--- src/rtl/aligner_pkg.sv ---
package aligner_pkg;
    // Cycles in one channel slot of the incoming stream
    localparam int SLOT_CYCLES = 32;
    // Cycles between a channel change and the sample MSB
    localparam int MSB_LEAD = 1;

    // Extra cycles that put the sample MSB at the converter-word MSB position
    function automatic int extra_delay(input int dac_bits);
        return SLOT_CYCLES - dac_bits - MSB_LEAD;
    endfunction
endpackage

--- src/rtl/dly_chain.sv ---
// Serial shift chain on the rising bit-clock edge.
// Provides two taps: a short one after TAP stages and the chain end after LEN stages.
// Assumes 1 <= TAP < LEN.
module dly_chain #(
    parameter int LEN = 39,
    parameter int TAP = 7
) (
    input  logic clk,
    input  logic rst_n,
    input  logic din,
    output logic tap_short,
    output logic tap_end
);
    logic [LEN-1:0] stage_q;

    // Shift one bit per rising edge; reset clears every stage
    always_ff @(posedge clk) begin
        if (!rst_n) stage_q <= '0;
        else        stage_q <= {stage_q[LEN-2:0], din};
    end

    assign tap_short = stage_q[TAP-1];
    assign tap_end   = stage_q[LEN-1];

    AST_CHAIN_CLEARED: assert property (@(posedge clk) disable iff (!rst_n)
        $rose(rst_n) |-> (stage_q == '0));
endmodule

--- src/rtl/retime_half.sv ---
// Adds a half-cycle step: with HALF_STEP=1, a falling-edge flop re-times the
// bit so that it changes away from the converter's sampling edge.
// With HALF_STEP=0 the bit passes straight through.
module retime_half #(
    parameter bit HALF_STEP = 1'b1
) (
    input  logic clk,
    input  logic rst_n,
    input  logic din,
    output logic dout
);
    generate
        if (HALF_STEP) begin : g_neg
            logic q;

            // Capture on the falling edge; reset clears it
            always_ff @(negedge clk) begin
                if (!rst_n) q <= 1'b0;
                else        q <= din;
            end

            assign dout = q;

            AST_HALF_CLEARED: assert property (@(posedge clk) disable iff (!rst_n)
                $rose(rst_n) |-> (q == 1'b0));
        end else begin : g_thru
            assign dout = din;
        end
    endgenerate
endmodule

--- src/rtl/i2s_dac_aligner.sv ---
// Aligns an I2S stereo stream to two right-justified converter lines sharing
// one load strobe. The left word is delayed by one slot. Both words get XD
// extra cycles so their MSB sits at the converter-word MSB position.
// Assumes a 32-cycle slot with the MSB one cycle after each channel change,
// and DAC_BITS of 20 or 24.
module i2s_dac_aligner #(
    parameter int DAC_BITS = 24
) (
    input  logic bit_clk,
    input  logic rst_n,
    input  logic word_sel,
    input  logic ser_in,
    output logic dac_left,
    output logic dac_right,
    output logic dac_load
);
    import aligner_pkg::*;

    localparam int XD      = extra_delay(DAC_BITS);
    localparam int CHAIN   = SLOT_CYCLES + XD;
    localparam int WARM_W  = $clog2(CHAIN + 2);
    localparam logic [WARM_W-1:0] WARM_MAX = '1;

    logic [1:0] tap;   // [0] right channel, [1] left channel
    logic [1:0] line;

    dly_chain #(.LEN(CHAIN), .TAP(XD)) u_chain (
        .clk       (bit_clk),
        .rst_n     (rst_n),
        .din       (ser_in),
        .tap_short (tap[0]),
        .tap_end   (tap[1])
    );

    generate
        for (genvar ch = 0; ch < 2; ch++) begin : g_ch
            retime_half #(.HALF_STEP(1'b1)) u_half (
                .clk   (bit_clk),
                .rst_n (rst_n),
                .din   (tap[ch]),
                .dout  (line[ch])
            );
        end
    endgenerate

    assign dac_right = line[0];
    assign dac_left  = line[1];
    assign dac_load  = word_sel;

    // Cycles since reset release, saturating; qualifies the delay checks
    logic [WARM_W-1:0] warm_q;
    always_ff @(posedge bit_clk) begin
        if (!rst_n)                 warm_q <= '0;
        else if (warm_q != WARM_MAX) warm_q <= warm_q + 1'b1;
    end

    AST_RIGHT_DELAY: assert property (@(posedge bit_clk) disable iff (!rst_n)
        (int'(warm_q) >= XD) |-> (dac_right == $past(ser_in, XD)));
    AST_LEFT_LAGS_SLOT: assert property (@(posedge bit_clk) disable iff (!rst_n)
        (int'(warm_q) >= CHAIN) |-> (dac_left == $past(dac_right, SLOT_CYCLES)));
    AST_RIGHT_QUIET_AFTER_RESET: assert property (@(posedge bit_clk) disable iff (!rst_n)
        (int'(warm_q) < XD) |-> (dac_right == 1'b0));
endmodule

--- config.mk ---
export PLATFORM = sky130hd
export DESIGN_NAME = i2s_dac_aligner
export DESIGN_NICKNAME = d
export VERILOG_FILES = /design/src/rtl/aligner_pkg.sv /design/src/rtl/dly_chain.sv /design/src/rtl/retime_half.sv /design/src/rtl/i2s_dac_aligner.sv
export SDC_FILE = /design/constraint.sdc
export NUM_CORES = 1
export LEC_CHECK = 0
export ABC_CLOCK_PERIOD_IN_PS = 1000
export BUFFER_PORTS_ARGS = -buffer_cell sky130_fd_sc_hd__buf_2
export CORE_MARGIN = 4
export CORE_UTILIZATION = 40
export CTS_BUF_LIST = sky130_fd_sc_hd__clkbuf_16
export DETAILED_ROUTE_END_ITERATION = 8
export HOLD_SLACK_MARGIN = 0.03
export PLACE_DENSITY = 0.59
export SETUP_SLACK_MARGIN = 0.2
export SLEW_MARGIN = 5
export SYNTH_ARGS = -nofsm -noshare
export SYNTH_HDL_FRONTEND = slang
export SYNTH_SLANG_ARGS = --single-unit
--- constraint.sdc ---
create_clock -name bit_clk -period 1 [get_ports bit_clk]
set_clock_uncertainty 0.05 [all_clocks]
set_input_delay 0 -clock bit_clk [delete_from_list [all_inputs] [get_ports bit_clk]]
set_output_delay 0 -clock bit_clk [all_outputs]
set_load 0.05 [all_outputs]
==> summary.md <==
| Metric | Value |
|---|---|
| Initial antenna violation count | `0` |
| Largest delay contributor family on the critical path | `flip-flops` |
| Startpoint of the worst register-to-register path | `u_chain.stage_q[6]$_SDFF_PN0_` |
| TritonCTS clock tree | `done` |
| CORE AREA | `2730 um^2` |
| Pre-Repair DR Iteration Count | `2` |
| Total via count in the routed design | `539` |
| Crit start category | `flip-flop` |
| Worst-Skew Late Latency | `0.27 ns` |
| Leading area contributor after synthesis | `dfxtp_1` |
| Area contributors post-synth | `dfxtp_1 72%, and2_2 19%, and2_1 6.0%` |
| Depth of the worst hold-timing path | `2` |
| RSZ-0062 raised after global routing | `yes` |
| Grt ovf | `0` |
| H-tree depth | `2` |
| Number of hold-repair buffers added at the cts stage | `2` |
| Number of setup violations in the final report | `4` |
| Placed Cells | `118` |
| Leakage power of the design | `0.000598 uW` |
| Clock buffer depth | `2` |
| Post-Synthesis Cells | `87` |
| Largest stage delay, worst path | `0.33 ns` |
| Drt drc | `0` |
| Area share of the largest cell type after synthesis | `0.721` |
| Met2 wirelength from detailed routing | `535 um` |
| Number of pins with negative max-slew slack in the final report | `0` |
| Transition time of the tightest slew-check pin | `0.503 ns` |
| Worst-path clk slew | `0.05 ns` |
| Status | `complete, but fails checks` |
| DIE AREA | `3760 um^2` |
| Failing checks | `hold timing, setup timing` |
| Ratio of routed vias to standard cells | `4.21` |
| PD cells | `2310 nW/um^2` |
| Sequential share of the synthesized area | `0.721` |
| Number of global-route vias before repair | `488` |
| Share of final-layout standard cells stronger than drive strength 1 | `0.433` |
| Post-layout instance area | `1360 um^2` |
| Metal-1 WL | `605 um` |
| Critical path buffers and inverters | `1` |
| Detailed-route wire length | `1.25 mm` |
| HPWL after detailed placement | `711 um` |
| Number of clock buffers inserted by TritonCTS | `5` |
| Capture point of the worst reg-to-reg path | `g_ch[0].u_half.dout$_SDFF_NN0_` |
| Synthesized area per cell | `13.1 um^2` |
| Number of buffers inserted by port buffering | `4` |
| Top Ports | `7` |
| Worst R2R Setup Slack | `-0.02 ns` |
| Critical-path maximum fanout | `1` |
| Violation count after the first detailed-routing iteration | `9` |
| Mean routed wirelength per cell | `9.76 um` |
| Pin count of the biggest net entering global routing | `39` |
| DIE HEIGHT | `61.4 um` |
| Worst path setup slack after routing | `-0.364 ns` |
| Hold Violations, Final | `1` |
| Number of cell instances on the worst register-to-register path | `1` |
| Most frequent standard cell in the layout excluding fill and tap cells | `dfxtp_1` |
| Headroom to the max-slew limit | `0.666` |
| Path type of the worst setup path | `reg -> out` |
| Initial Util | `0.416` |
| Hold wc startpoint | `rst_n` |
| Final hold slack | `-0.0680 ns` |
| Antenna cell count | `0` |
| Placer's final routability congestion estimate | `0.601` |
| Path category of the worst min-delay check | `in -> reg` |
| Cell variety after synth | `6` |
| Die outline width | `61.4 um` |
| Library cell contributing the largest single delay on the critical path | `dfxtp_4` |
| Global-route wire length before repair | `2.10 mm` |
| Max-Cap Viols | `0` |
| Nature of the critical path endpoint | `output port` |
| Synthesized area | `1140 um^2` |
| End point of the worst hold path | `u_chain.stage_q[7]$_SDFF_PN0_` |
| Data required time of the critical path | `0.95 ns` |
| Commonest cells after routing, fill and taps aside | `38 x dfxtp_1, 28 x and2_2, 11 x and2_1, 5 x clkbuf_16, 3 x inv_1` |
| Non-filler instance count after layout | `128` |
| Data arrival, critical path | `1.31 ns` |
| Synth Register Bits | `41` |
| Cell Rows | `19` |
| Nets | `101` |
| List of cells traversed by the critical path | `buf_8` |
| Layout Area Growth over Synthesis | `19.5%` |
| Combined global-route utilization of all metal layers | `0.0841` |
| Post-DP Area | `1180 um^2` |
| Count of nets left with antenna violations after detail routing | `0` |
| Top layer reached by signal wires | `met4` |
| Worst voltage drop across the vdd grid | `1.88 mV` |
| Routed wire length on met3 | `82 um` |
| Net count of the mapped netlist | `91` |
| Clock sinks | `41` |
| Count of yosys warnings during synthesis | `0` |
| Root cell of the clock tree | `clkbuf_16` |
## synthesized netlist by cell type
cell type	instances
dfxtp_1	41
and2_2	29
and2_1	11
clkbuf_2	4
buf_4	1
inv_1	1
## power by group
| group | internal, uW | switching [uW] | total (uW) |
|---|---|---|---|
| sequential | 1640 | 1.27 | 1640 |
| combinational | 15.6 | 25.5 | 41.1 |
| clock | 900 | 559 | 1460 |
| total | 2560 | 586 | 3140 |
## worst max path at each step
stage                                    from                        endpoint  slack [ns]  depth (start not counted)
2_1_floorplan   u_chain.stage_q[6]$_SDFF_PN0_  g_ch[0].u_half.dout$_SDFF_NN0_       -0.06                          1
3_3_place_gp   g_ch[0].u_half.dout$_SDFF_NN0_                       dac_right       -0.11                          1
3_5_place_dp   g_ch[0].u_half.dout$_SDFF_NN0_                       dac_right       -0.11                          1
4_1_cts        g_ch[0].u_half.dout$_SDFF_NN0_                       dac_right       -0.37                          1
5_1_grt        g_ch[1].u_half.dout$_SDFF_NN0_                        dac_left       -0.39                          1
6_report       g_ch[0].u_half.dout$_SDFF_NN0_                       dac_right       -0.36                          1
## flip-flops by register name, summed over array words and instances (netlist names)
register	flops
g_ch.u_half.dout	2
u_chain.stage_q	39
## per-stage QoR
stage,hold slack [ns],setup WS [ns],total power [uW],setup TNS [ns],utilization
floorplan,0.0773,-0.0575,1720,-0.112,-
global placement,-0.0497,-0.106,1720,-0.304,0.433
detailed placement,-0.0497,-0.109,1720,-0.344,0.433
CTS,-0.0726,-0.373,3200,-0.773,0.496
global route,-0.0625,-0.391,3270,-0.821,0.497
finish,-0.0680,-0.364,3140,-0.742,0.497
## timing repair
action	4_1_cts	5_1_grt
resized for setup	5	2
hold endpoints to repair	3	1
pin swaps	0	0
gates cloned	0	0
buffers inserted	0	0
setup endpoints to repair	4	5
## final cells by class
class / instances / area, um^2
fillers: 241 / 1370
flip-flops and latches: 41 / 827
multi-input cells: 40 / 288
clock buffers: 5 / 125
repair buffers: 7 / 66.3
well taps: 31 / 38.8
clock inverters: 4 / 15.0
## per-layer routing
layer | vias up | GRT usage
met4 | 0 | 0.0545
met3 | 3 | 0.0629
met2 | 10 | 0.103
li1 | 275 | -
met5 | - | 0
met1 | 251 | 0.101
## cells by family after synthesis
kind of cell  Yosys count  share of synthesized area
buf+inv                 6                     0.0275
flops                  41                      0.721
simple gates           40                      0.252
Power figures use the tool's default switching activity.
